--- src/rtl/fls_pkg.sv ---
package fls_pkg;

  localparam int LANE_MAX = 8;

  localparam logic [2:0] LM_NONE = 3'd0;
  localparam logic [2:0] LM_X1   = 3'd1;
  localparam logic [2:0] LM_X2   = 3'd2;
  localparam logic [2:0] LM_X4   = 3'd3;
  localparam logic [2:0] LM_X8   = 3'd4;

  // number of lanes driven for a mode code; 0 means phase absent
  function automatic logic [3:0] lanes_of(input logic [2:0] code);
    case (code)
      LM_X1:   lanes_of = 4'd1;
      LM_X2:   lanes_of = 4'd2;
      LM_X4:   lanes_of = 4'd4;
      LM_X8:   lanes_of = 4'd8;
      default: lanes_of = 4'd0;
    endcase
  endfunction

  // log2 of the lane count, used to divide bit count into groups
  function automatic logic [1:0] lanes_log2(input logic [2:0] code);
    case (code)
      LM_X2:   lanes_log2 = 2'd1;
      LM_X4:   lanes_log2 = 2'd2;
      LM_X8:   lanes_log2 = 2'd3;
      default: lanes_log2 = 2'd0;
    endcase
  endfunction

  // contiguous enable mask starting at lane 0
  function automatic logic [LANE_MAX-1:0] oe_mask(input logic [3:0] lanes);
    case (lanes)
      4'd1:    oe_mask = 8'h01;
      4'd2:    oe_mask = 8'h03;
      4'd4:    oe_mask = 8'h0F;
      4'd8:    oe_mask = 8'hFF;
      default: oe_mask = 8'h00;
    endcase
  endfunction

endpackage

--- src/rtl/fls_shift_store.sv ---
module fls_shift_store #(
  parameter int FIELD_W = 32,
  parameter int SH_W    = $clog2(FIELD_W + 1)
) (
  input  logic               clk,
  input  logic               rst_n,
  input  logic               load,
  input  logic               shift,
  input  logic [FIELD_W-1:0] field,
  input  logic [SH_W-1:0]    nbits,
  input  logic [3:0]         lanes,
  output logic [7:0]         top_byte
);

  logic [FIELD_W-1:0] sreg;
  logic [SH_W-1:0]    align_amt;

  // left-align the used bytes so the first bit to send sits at the top
  assign align_amt = SH_W'(FIELD_W) - nbits;
  assign top_byte  = sreg[FIELD_W-1 -: 8];

  always_ff @(posedge clk or negedge rst_n) begin
    if (!rst_n) begin
      sreg <= '0;
    end else if (load) begin
      sreg <= field << align_amt;
    end else if (shift) begin
      sreg <= sreg << lanes;
    end
  end

endmodule

--- src/rtl/fls_lane_map.sv ---
module fls_lane_map #(
  parameter int LANE_N = 8
) (
  input  logic              active,
  input  logic [3:0]        lanes,
  input  logic [7:0]        top_byte,
  output logic [LANE_N-1:0] lane_d
);

  // lane j of an L-lane group carries bit (8-L+j) of the leading byte;
  // modulo 8 that index is j-L, which a 3-bit subtract yields directly
  for (genvar j = 0; j < LANE_N; j++) begin : g_lane
    logic [2:0] idx;
    logic       used;
    assign idx       = 3'(j) - lanes[2:0];
    assign used      = active && (4'(j) < lanes);
    assign lane_d[j] = used && top_byte[idx];
  end

endmodule

--- src/rtl/fls_seq.sv ---
module fls_seq #(
  parameter int GRP_W = 6
) (
  input  logic             clk,
  input  logic             rst_n,
  input  logic             start,
  input  logic             mode_ok,
  input  logic             dtr,
  input  logic [GRP_W-1:0] grp_total,
  output logic             busy,
  output logic             ph,
  output logic             dtr_q,
  output logic             done,
  output logic             accept,
  output logic             load,
  output logic             advance,
  output logic             last,
  output logic             shift
);

  logic [GRP_W-1:0] grp_left;

  assign accept  = start && !busy;
  assign load    = accept && mode_ok;
  // a group ends every cycle in DTR, every second cycle in SDR
  assign advance = busy && (dtr_q || ph);
  assign last    = advance && (grp_left == '0);
  assign shift   = advance && !last;

  always_ff @(posedge clk or negedge rst_n) begin
    if (!rst_n) begin
      busy     <= 1'b0;
      ph       <= 1'b0;
      dtr_q    <= 1'b0;
      done     <= 1'b0;
      grp_left <= '0;
    end else begin
      done <= (accept && !mode_ok) || last;
      if (load) begin
        busy     <= 1'b1;
        ph       <= 1'b0;
        dtr_q    <= dtr;
        grp_left <= grp_total - GRP_W'(1);
      end else if (busy) begin
        ph <= !ph;
        if (last) begin
          busy <= 1'b0;
          ph   <= 1'b0;
        end else if (advance) begin
          grp_left <= grp_left - GRP_W'(1);
        end
      end
    end
  end

endmodule

--- src/rtl/fls_serializer.sv ---
module fls_serializer #(
  parameter int MAX_BYTES = 4,
  parameter int LANE_N    = 8,
  localparam int FIELD_W  = 8 * MAX_BYTES,
  localparam int SIZE_W   = $clog2(MAX_BYTES)
) (
  input  logic               clk,
  input  logic               rst_n,
  input  logic               start,
  input  logic [FIELD_W-1:0] field_in,
  input  logic [SIZE_W-1:0]  size_code,
  input  logic [2:0]         lane_mode,
  input  logic               dtr_en,
  output logic [LANE_N-1:0]  lane_out,
  output logic [LANE_N-1:0]  lane_oe,
  output logic               sck_o,
  output logic               done
);

  import fls_pkg::*;

  localparam int NB_W  = SIZE_W + 1;
  localparam int SH_W  = $clog2(FIELD_W + 1);
  localparam int GRP_W = $clog2(FIELD_W + 1);

  // named internal events, observed by the bound checker
  logic             busy_w;
  logic             ph_w;
  logic             dtr_q_w;
  logic             accept_w;
  logic             load_w;
  logic             advance_w;
  logic             last_w;
  logic             shift_w;

  logic [NB_W-1:0]  nbytes;
  logic [SH_W-1:0]  nbits;
  logic [3:0]       lanes_in;
  logic [3:0]       lanes_q;
  logic             mode_ok;
  logic [GRP_W-1:0] grp_total;
  logic [7:0]       top_byte;

  assign nbytes    = NB_W'(size_code) + NB_W'(1);
  assign nbits     = SH_W'({nbytes, 3'b000});
  assign lanes_in  = lanes_of(lane_mode);
  assign mode_ok   = (lanes_in != 4'd0);
  assign grp_total = GRP_W'(nbits >> lanes_log2(lane_mode));

  always_ff @(posedge clk or negedge rst_n) begin
    if (!rst_n) begin
      lanes_q <= 4'd0;
    end else if (load_w) begin
      lanes_q <= lanes_in;
    end
  end

  fls_seq #(.GRP_W(GRP_W)) u_seq (
    .clk       (clk),
    .rst_n     (rst_n),
    .start     (start),
    .mode_ok   (mode_ok),
    .dtr       (dtr_en),
    .grp_total (grp_total),
    .busy      (busy_w),
    .ph        (ph_w),
    .dtr_q     (dtr_q_w),
    .done      (done),
    .accept    (accept_w),
    .load      (load_w),
    .advance   (advance_w),
    .last      (last_w),
    .shift     (shift_w)
  );

  fls_shift_store #(.FIELD_W(FIELD_W), .SH_W(SH_W)) u_store (
    .clk      (clk),
    .rst_n    (rst_n),
    .load     (load_w),
    .shift    (shift_w),
    .field    (field_in),
    .nbits    (nbits),
    .lanes    (lanes_q),
    .top_byte (top_byte)
  );

  fls_lane_map #(.LANE_N(LANE_N)) u_map (
    .active   (busy_w),
    .lanes    (lanes_q),
    .top_byte (top_byte),
    .lane_d   (lane_out)
  );

  assign lane_oe = busy_w ? LANE_N'(oe_mask(lanes_q)) : '0;
  assign sck_o   = busy_w && ph_w;

endmodule

--- config.mk ---
export PLATFORM = sky130hd
export DESIGN_NAME = fls_serializer
export DESIGN_NICKNAME = d
export VERILOG_FILES = /design/src/rtl/fls_pkg.sv /design/src/rtl/fls_shift_store.sv /design/src/rtl/fls_lane_map.sv /design/src/rtl/fls_seq.sv /design/src/rtl/fls_serializer.sv
export SDC_FILE = /design/constraint.sdc
export NUM_CORES = 1
export LEC_CHECK = 0
export BUFFER_PORTS_ARGS = -buffer_cell sky130_fd_sc_hd__buf_2
export CAP_MARGIN = 10
export CORE_MARGIN = 1.5
export CORE_UTILIZATION = 45
export DETAILED_ROUTE_END_ITERATION = 10
export GPL_ROUTABILITY_DRIVEN = 0
export PLACE_DENSITY = 0.71
export SLEW_MARGIN = 20
export SYNTH_ARGS = -nofsm -noshare
export SYNTH_HDL_FRONTEND = slang
export SYNTH_SLANG_ARGS = --single-unit
--- constraint.sdc ---
create_clock -name clk -period 3.2 [get_ports clk]
set_input_delay 0 -clock clk [delete_from_list [all_inputs] [get_ports clk]]
set_output_delay 0 -clock clk [all_outputs]
set_load 0.02 [all_outputs]
=== After elaboration in Yosys (flattened, before gate mapping) ===
Cells that the tools add are included.

* Register bits: 46
* Word-level logic and storage cells: 114
* Bits of input ports: 41
* Output and inout port bits: 18

* Reduce and logical (&&, ||, !) cells: 35
* Muxes and demuxes: 32
* Equal/unequal tests: 9
* Add/sub/neg operators: 12
* Order comparisons: 16
* Shifts and indexed selects: 3

{| class="wikitable"
|+ Operator list
! operator !! count
|-
| 32-bit 2-to-1 mux || 2
|-
| 3-bit by 4-bit < comparator with 1-bit output, second input constant || 8
|-
| 8-bit case mux with 4 select lines || 1
|-
| 32-bit by 4-bit left shift with 32-bit output || 1
|-
| 32-bit by 6-bit left shift with 32-bit output || 1
|-
| 1-bit binary-select mux with 3-bit select || 8
|-
| 6-bit 2-to-1 mux || 4
|-
| 1-bit logical AND || 23
|-
| 3-bit by 4-bit < comparator with 1-bit output, first input constant || 4
|-
| 4-bit case mux with 4 select lines || 1
|-
| 1-bit 2-to-1 mux || 14
|-
| 3-bit subtractor, first input constant || 4
|-
| 6-bit by 1-bit subtractor with 6-bit output, second input constant || 2
|-
| 1-bit by 4-bit < comparator with 1-bit output, first input constant || 2
|-
| 2-bit by 4-bit < comparator with 1-bit output, first input constant || 2
|-
| 8-bit 2-to-1 mux || 1
|-
| 3-bit by 2-bit == test with 1-bit output, second input constant || 2
|-
| 6-bit logical NOT || 1
|-
| 2-bit case mux with 3 select lines || 1
|-
| 2-bit nonzero test || 3
|-
| 6-bit by 2-bit >> shifter with 6-bit output || 1
|-
| 1-bit by 3-bit subtractor with 3-bit output, first input constant || 2
|-
| 2-bit by 3-bit subtractor with 3-bit output, first input constant || 2
|-
| 6-bit subtractor, first input constant || 1
|-
| 12 further kinds || 16
|}

=== Longest topological paths before layout ===
* Depth after elaboration: 7
* Depth in mapped cells: 10
* Gate-level depth less buffers: 8

=== By module ===
Synthesis repeated with hierarchy kept, for this count alone.

* Cell total of the unflattened synthesis: 642
* Area, all modules: 6271.0 um^2

{| class="wikitable"
|+ By module, submodules not included
! module !! seq. area each (um^2) !! area an instance (um^2) !! instances !! cells an instance
|-
| fls_shift_store || 800.8 || 4777.1 || 1 || 478
|-
| fls_seq || 250.2 || 594.3 || 1 || 62
|-
| fls_lane_map || 0.0 || 464.2 || 1 || 46
|-
| fls_serializer || 100.1 || 435.4 || 1 || 56
|}

=== Worst setup path after synthesis ===
Ideal clock, no wire load.

* Path type: reg-to-output
* Start point: register lanes_q[1]
* End point: output port lane_out[6]
* Required time: 3.200 ns
* Slack: 0.695 ns
* Path buffers: 3
* Data arrival time: 2.505 ns
* Stages on the path, launching flop included: 10
* Cells stage by stage: dfrtp_1 buf_4 buf_6 clkbuf_1 inv_1 ha_1 mux4_2 a22o_1 a32oi_1 nor2_1

* Cells in the longest elaborated chain, start to end: 4
* Elaborated cells on any way between the ends: 6
* Classes of those cells: 1 x add/sub; 1 x order compare; 2 x mux; 2 x reduce/logical

{| class="wikitable"
|+ RTL lines
! item !! line !! source
|-
| from (decl) || fls_serializer.sv:39 || <nowiki>logic [3:0] lanes_q;</nowiki>
|-
| from (signal assigned) || fls_serializer.sv:54 || <nowiki>lanes_q <= lanes_in;</nowiki>
|-
| 3-bit subtractor || fls_lane_map.sv:15 || <nowiki>assign idx = 3'(j) - lanes[2:0];</nowiki>
|-
| 1-bit binary-select mux with 3-bit select || fls_lane_map.sv:17 || <nowiki>assign lane_d[j] = used && top_byte[idx];</nowiki>
|-
| 1-bit 2-to-1 mux (implied by the code) || fls_lane_map.sv:17 ||
|-
| 1-bit logical AND (*) || fls_lane_map.sv:17 ||
|-
| to (decl) || fls_serializer.sv:14 || <nowiki>output logic [LANE_N-1:0] lane_out,</nowiki>
|}

Every way passes the cells marked *; elsewhere a longest branch is shown, timed or not. The select of a mux whose other input is x is not followed.

=== Final worst setup path ===
Same ends and word-level chain as after synthesis.

==> impl_metrics.tcl <==
set metrics [dict create \
    status "completed" \
    synth.yosys.seq_area_share_pct 24.53 \
    path_clk_slew_ns 0.09 \
    drt_first_iter_violations 446 \
    clock-sinks 46 \
    cp-startpoint "lanes_q[1]$_DFFE_PN0N_" \
    synth_cells 523 \
    via_count 4380 \
    critPathRequiredTime_ns 3.20 \
    fill_cells 963 \
    worstHoldStart "field_in[1]" \
    hold_violations 0 \
    io_pins 59 \
    coreArea_mm2 0.01023 \
    synth_area_mm2 0.004692 \
    holdWs_ns 0.03743 \
    yosys-top-cells-area "dfrtp_1 (25%), mux4_2 (12%), mux2i_1 (9.0%)" \
    drc_errors 0 \
    synth_fp_nets 570 \
    rows 37 \
    startpoint_type "register" \
    cts.path.max_buffers 2 \
    max_cap_violations 0 \
    start_util_pct 45.86 \
    routed_wl_um 13160 \
    ctsResizeCount 0 \
    rsz0062_at_grt "false" \
    drive_gt1_share_pct 26.94 \
    synthArstFlopShare_pct 100.0 \
    antennaDiodeCount 0 \
    wire_per_inst_um 19.10 \
    grt_pass1_vias 4146 \
    layout.nets 599 \
    clock_skew_ns 0.007654 \
    synth_flop_cell "dfrtp_1" \
    timing.critical_path.cells "inv_1 > ha_1 > mux4_2 > a22o_1 > a32oi_1 > nor2_1 > buf_2" \
    timing.rr.start "u_seq.busy$_DFF_PN0_" \
    grt.total_usage_pct 24.43 \
    ant_nets 0 \
    vias_per_cell 6.357 \
    worstMarginPinSlew_ns 0.6764 \
    post-route-period-util_pct 77.21 \
    finalMaxSlewViolations 0 \
    synth_top_cell_by_area "dfrtp_1" \
    fin_crit_ns 2.471 \
    synthTopCellsByCount "nand2_1 (59), nor2_1 (49), dfrtp_1 (46)" \
    crit_path_top_delay_cell "mux4_2" \
    post-dp-hpwl_um 9612 \
    cts_inserted_buffers 5 \
    crit_path_end_kind "output pin" \
    grt_pass1_wl_um 21800 \
    final_util_pct 49.82 \
    cts_setup_buffers 0 \
    gr-total-overflow 0 \
    yosysWarnings 0 \
    synth-edff-count 0 \
    root_buffer "clkbuf_8" \
    max_freq_mhz 404.8 \
    min_path_type "input pin to register" \
    grt_max_degree 47 \
    power_density_mw_per_mm2 840.2 \
    antenna_found_initial 0 \
    die_x_um 105.1 \
    dieHeight_um 105.1 \
    port_buffers 58 \
    crit_arrival_ns 2.47 \
    yosys.area.top_type_share_pct 24.53 \
    slew_headroom_pct 54.74 \
    synth_cell_type_count 62 \
    clkLatencyLatePin_ns 0.30 \
    htree_levels 2 \
    synth_seq_cells 46 \
    syn_area_per_cell_um2 8.971 \
    timing.setup.tns_ns 0 \
    leakagePower_nw 2.064 \
    ir_worst_vdd_mv 0.4531 \
    synth_most_common_cell "nand2_1" \
    cp_max_fo 9 \
    die-area_mm2 0.01105 \
    dr.pass1.iters 5 \
    cts_tree "yes" \
    syn_to_final_growth_pct 8.640 \
    finalSetupViolCount 0 \
    slowest_delay_ns 0.54 \
    crit_type "register to output pin" \
]
flip-flops by register name, indices dropped and copies added (netlist names):
register,cells
lanes_q,4
u_seq.ph,1
u_seq.busy,1
u_seq.dtr_q,1
u_store.sreg,32
u_seq.done,1
u_seq.grp_left,6
final timing paths:
kind,depth (start not counted),to,slack (ns)
max in group asynchronous,2,lanes_q[1]$_DFFE_PN0N_,2.51
hold / removal,3,u_store.sreg[1]$_DFFE_PN0P_,0.04
setup / recovery,7,lane_out[6],0.73
min in group asynchronous,2,u_store.sreg[14]$_DFFE_PN0P_,0.24
hold reg to reg,2,u_seq.dtr_q$_DFFE_PN0N_,0.54
setup reg to reg,6,u_store.sreg[2]$_DFFE_PN0P_,0.78
per-stage QoR:
stage	setup slack [ns]	std cells	power, W	instance area, µm²
floorplan	0.6951	523	0.003211	4692
global route	0.6130	689	0.004616	5097
global placement	0.9263	678	0.003779	4970
finish	0.7294	689	0.004283	5097
CTS	0.7219	689	0.004250	5095
detailed placement	0.8504	678	0.003858	4970
kinds of logic (layout without fill, tap and decap cells):
group,after synthesis,in the layout,share of synthesized area [%]
AOI/OAI and AO/OA,150,150,20.75
DFF,46,46,24.53
xor gates and xnor gates,6,6,1.120
and+or+nand+nor,154,154,15.87
adders and majority gates,6,6,1.600
buffers and inverters,59,89,6.533
muxes,102,102,29.60
layout by cell type (no fill, tap or decap), types with 4 or more instances in the layout:
cell type / count
nand2_1: 59
buf_2: 57
nor2_1: 49
dfrtp_1: 45
mux2i_1: 42
o21ai_0: 37
a21oi_1: 37
mux2_2: 30
mux4_2: 26
o211ai_1: 16
buf_4: 12
a22oi_1: 11
a211oi_1: 8
inv_1: 7
nor3_1: 7
a31oi_1: 7
and3_1: 6
nand3_1: 6
ha_1: 6
clkbuf_8: 6
o21a_1: 4
nor2b_1: 4
a22o_1: 4
mux2_1: 4
nand3b_1: 4
report_power, final:
part           switching, W  leakage, nW  internal (W)
registers          0.000295        0.560      0.000835
logic               0.00161         1.46       0.00116
clock network      0.000210       0.0472      0.000174
total               0.00211         2.06       0.00217
area by class of cell:
type / count / area (µm²) / area share [%]
Multi-Input combinational cell: 418 / 3241 / 63.57
Sequential cell: 46 / 1152 / 22.61
Timing Repair Buffer: 72 / 405.4 / 7.953
Tap cell: 136 / 170.2 / 3.338
Clock buffer: 6 / 82.58 / 1.620
Inverter: 9 / 33.78 / 0.6627
Clock inverter: 2 / 12.51 / 0.2455
critical path, delay by kind of cell (launching register included):
family,cells,cell delay (ns)
compound gates,2,0.39
flops,1,0.50
simple gates,1,0.05
mux,1,0.54
buf+inv,2,0.29
fa+ha+maj,1,0.40
timing repair:
| action | 4_1_cts | 5_1_grt |
|---|---|---|
| setup endpoints to repair | 0 | 0 |
| hold buffers | 3 | 0 |
| hold endpoints to repair | 48 | 0 |
per-layer routing:
| metal | share of wire (%) | track usage (%) |
|---|---|---|
| met3 | 7.0 | 2.994 |
| met5 | 0 | 0 |
| met2 | 47 | 38.28 |
| met4 | 1.9 | 7.241 |
| met1 | 44 | 35.29 |
(Power assumes the default switching activity.)
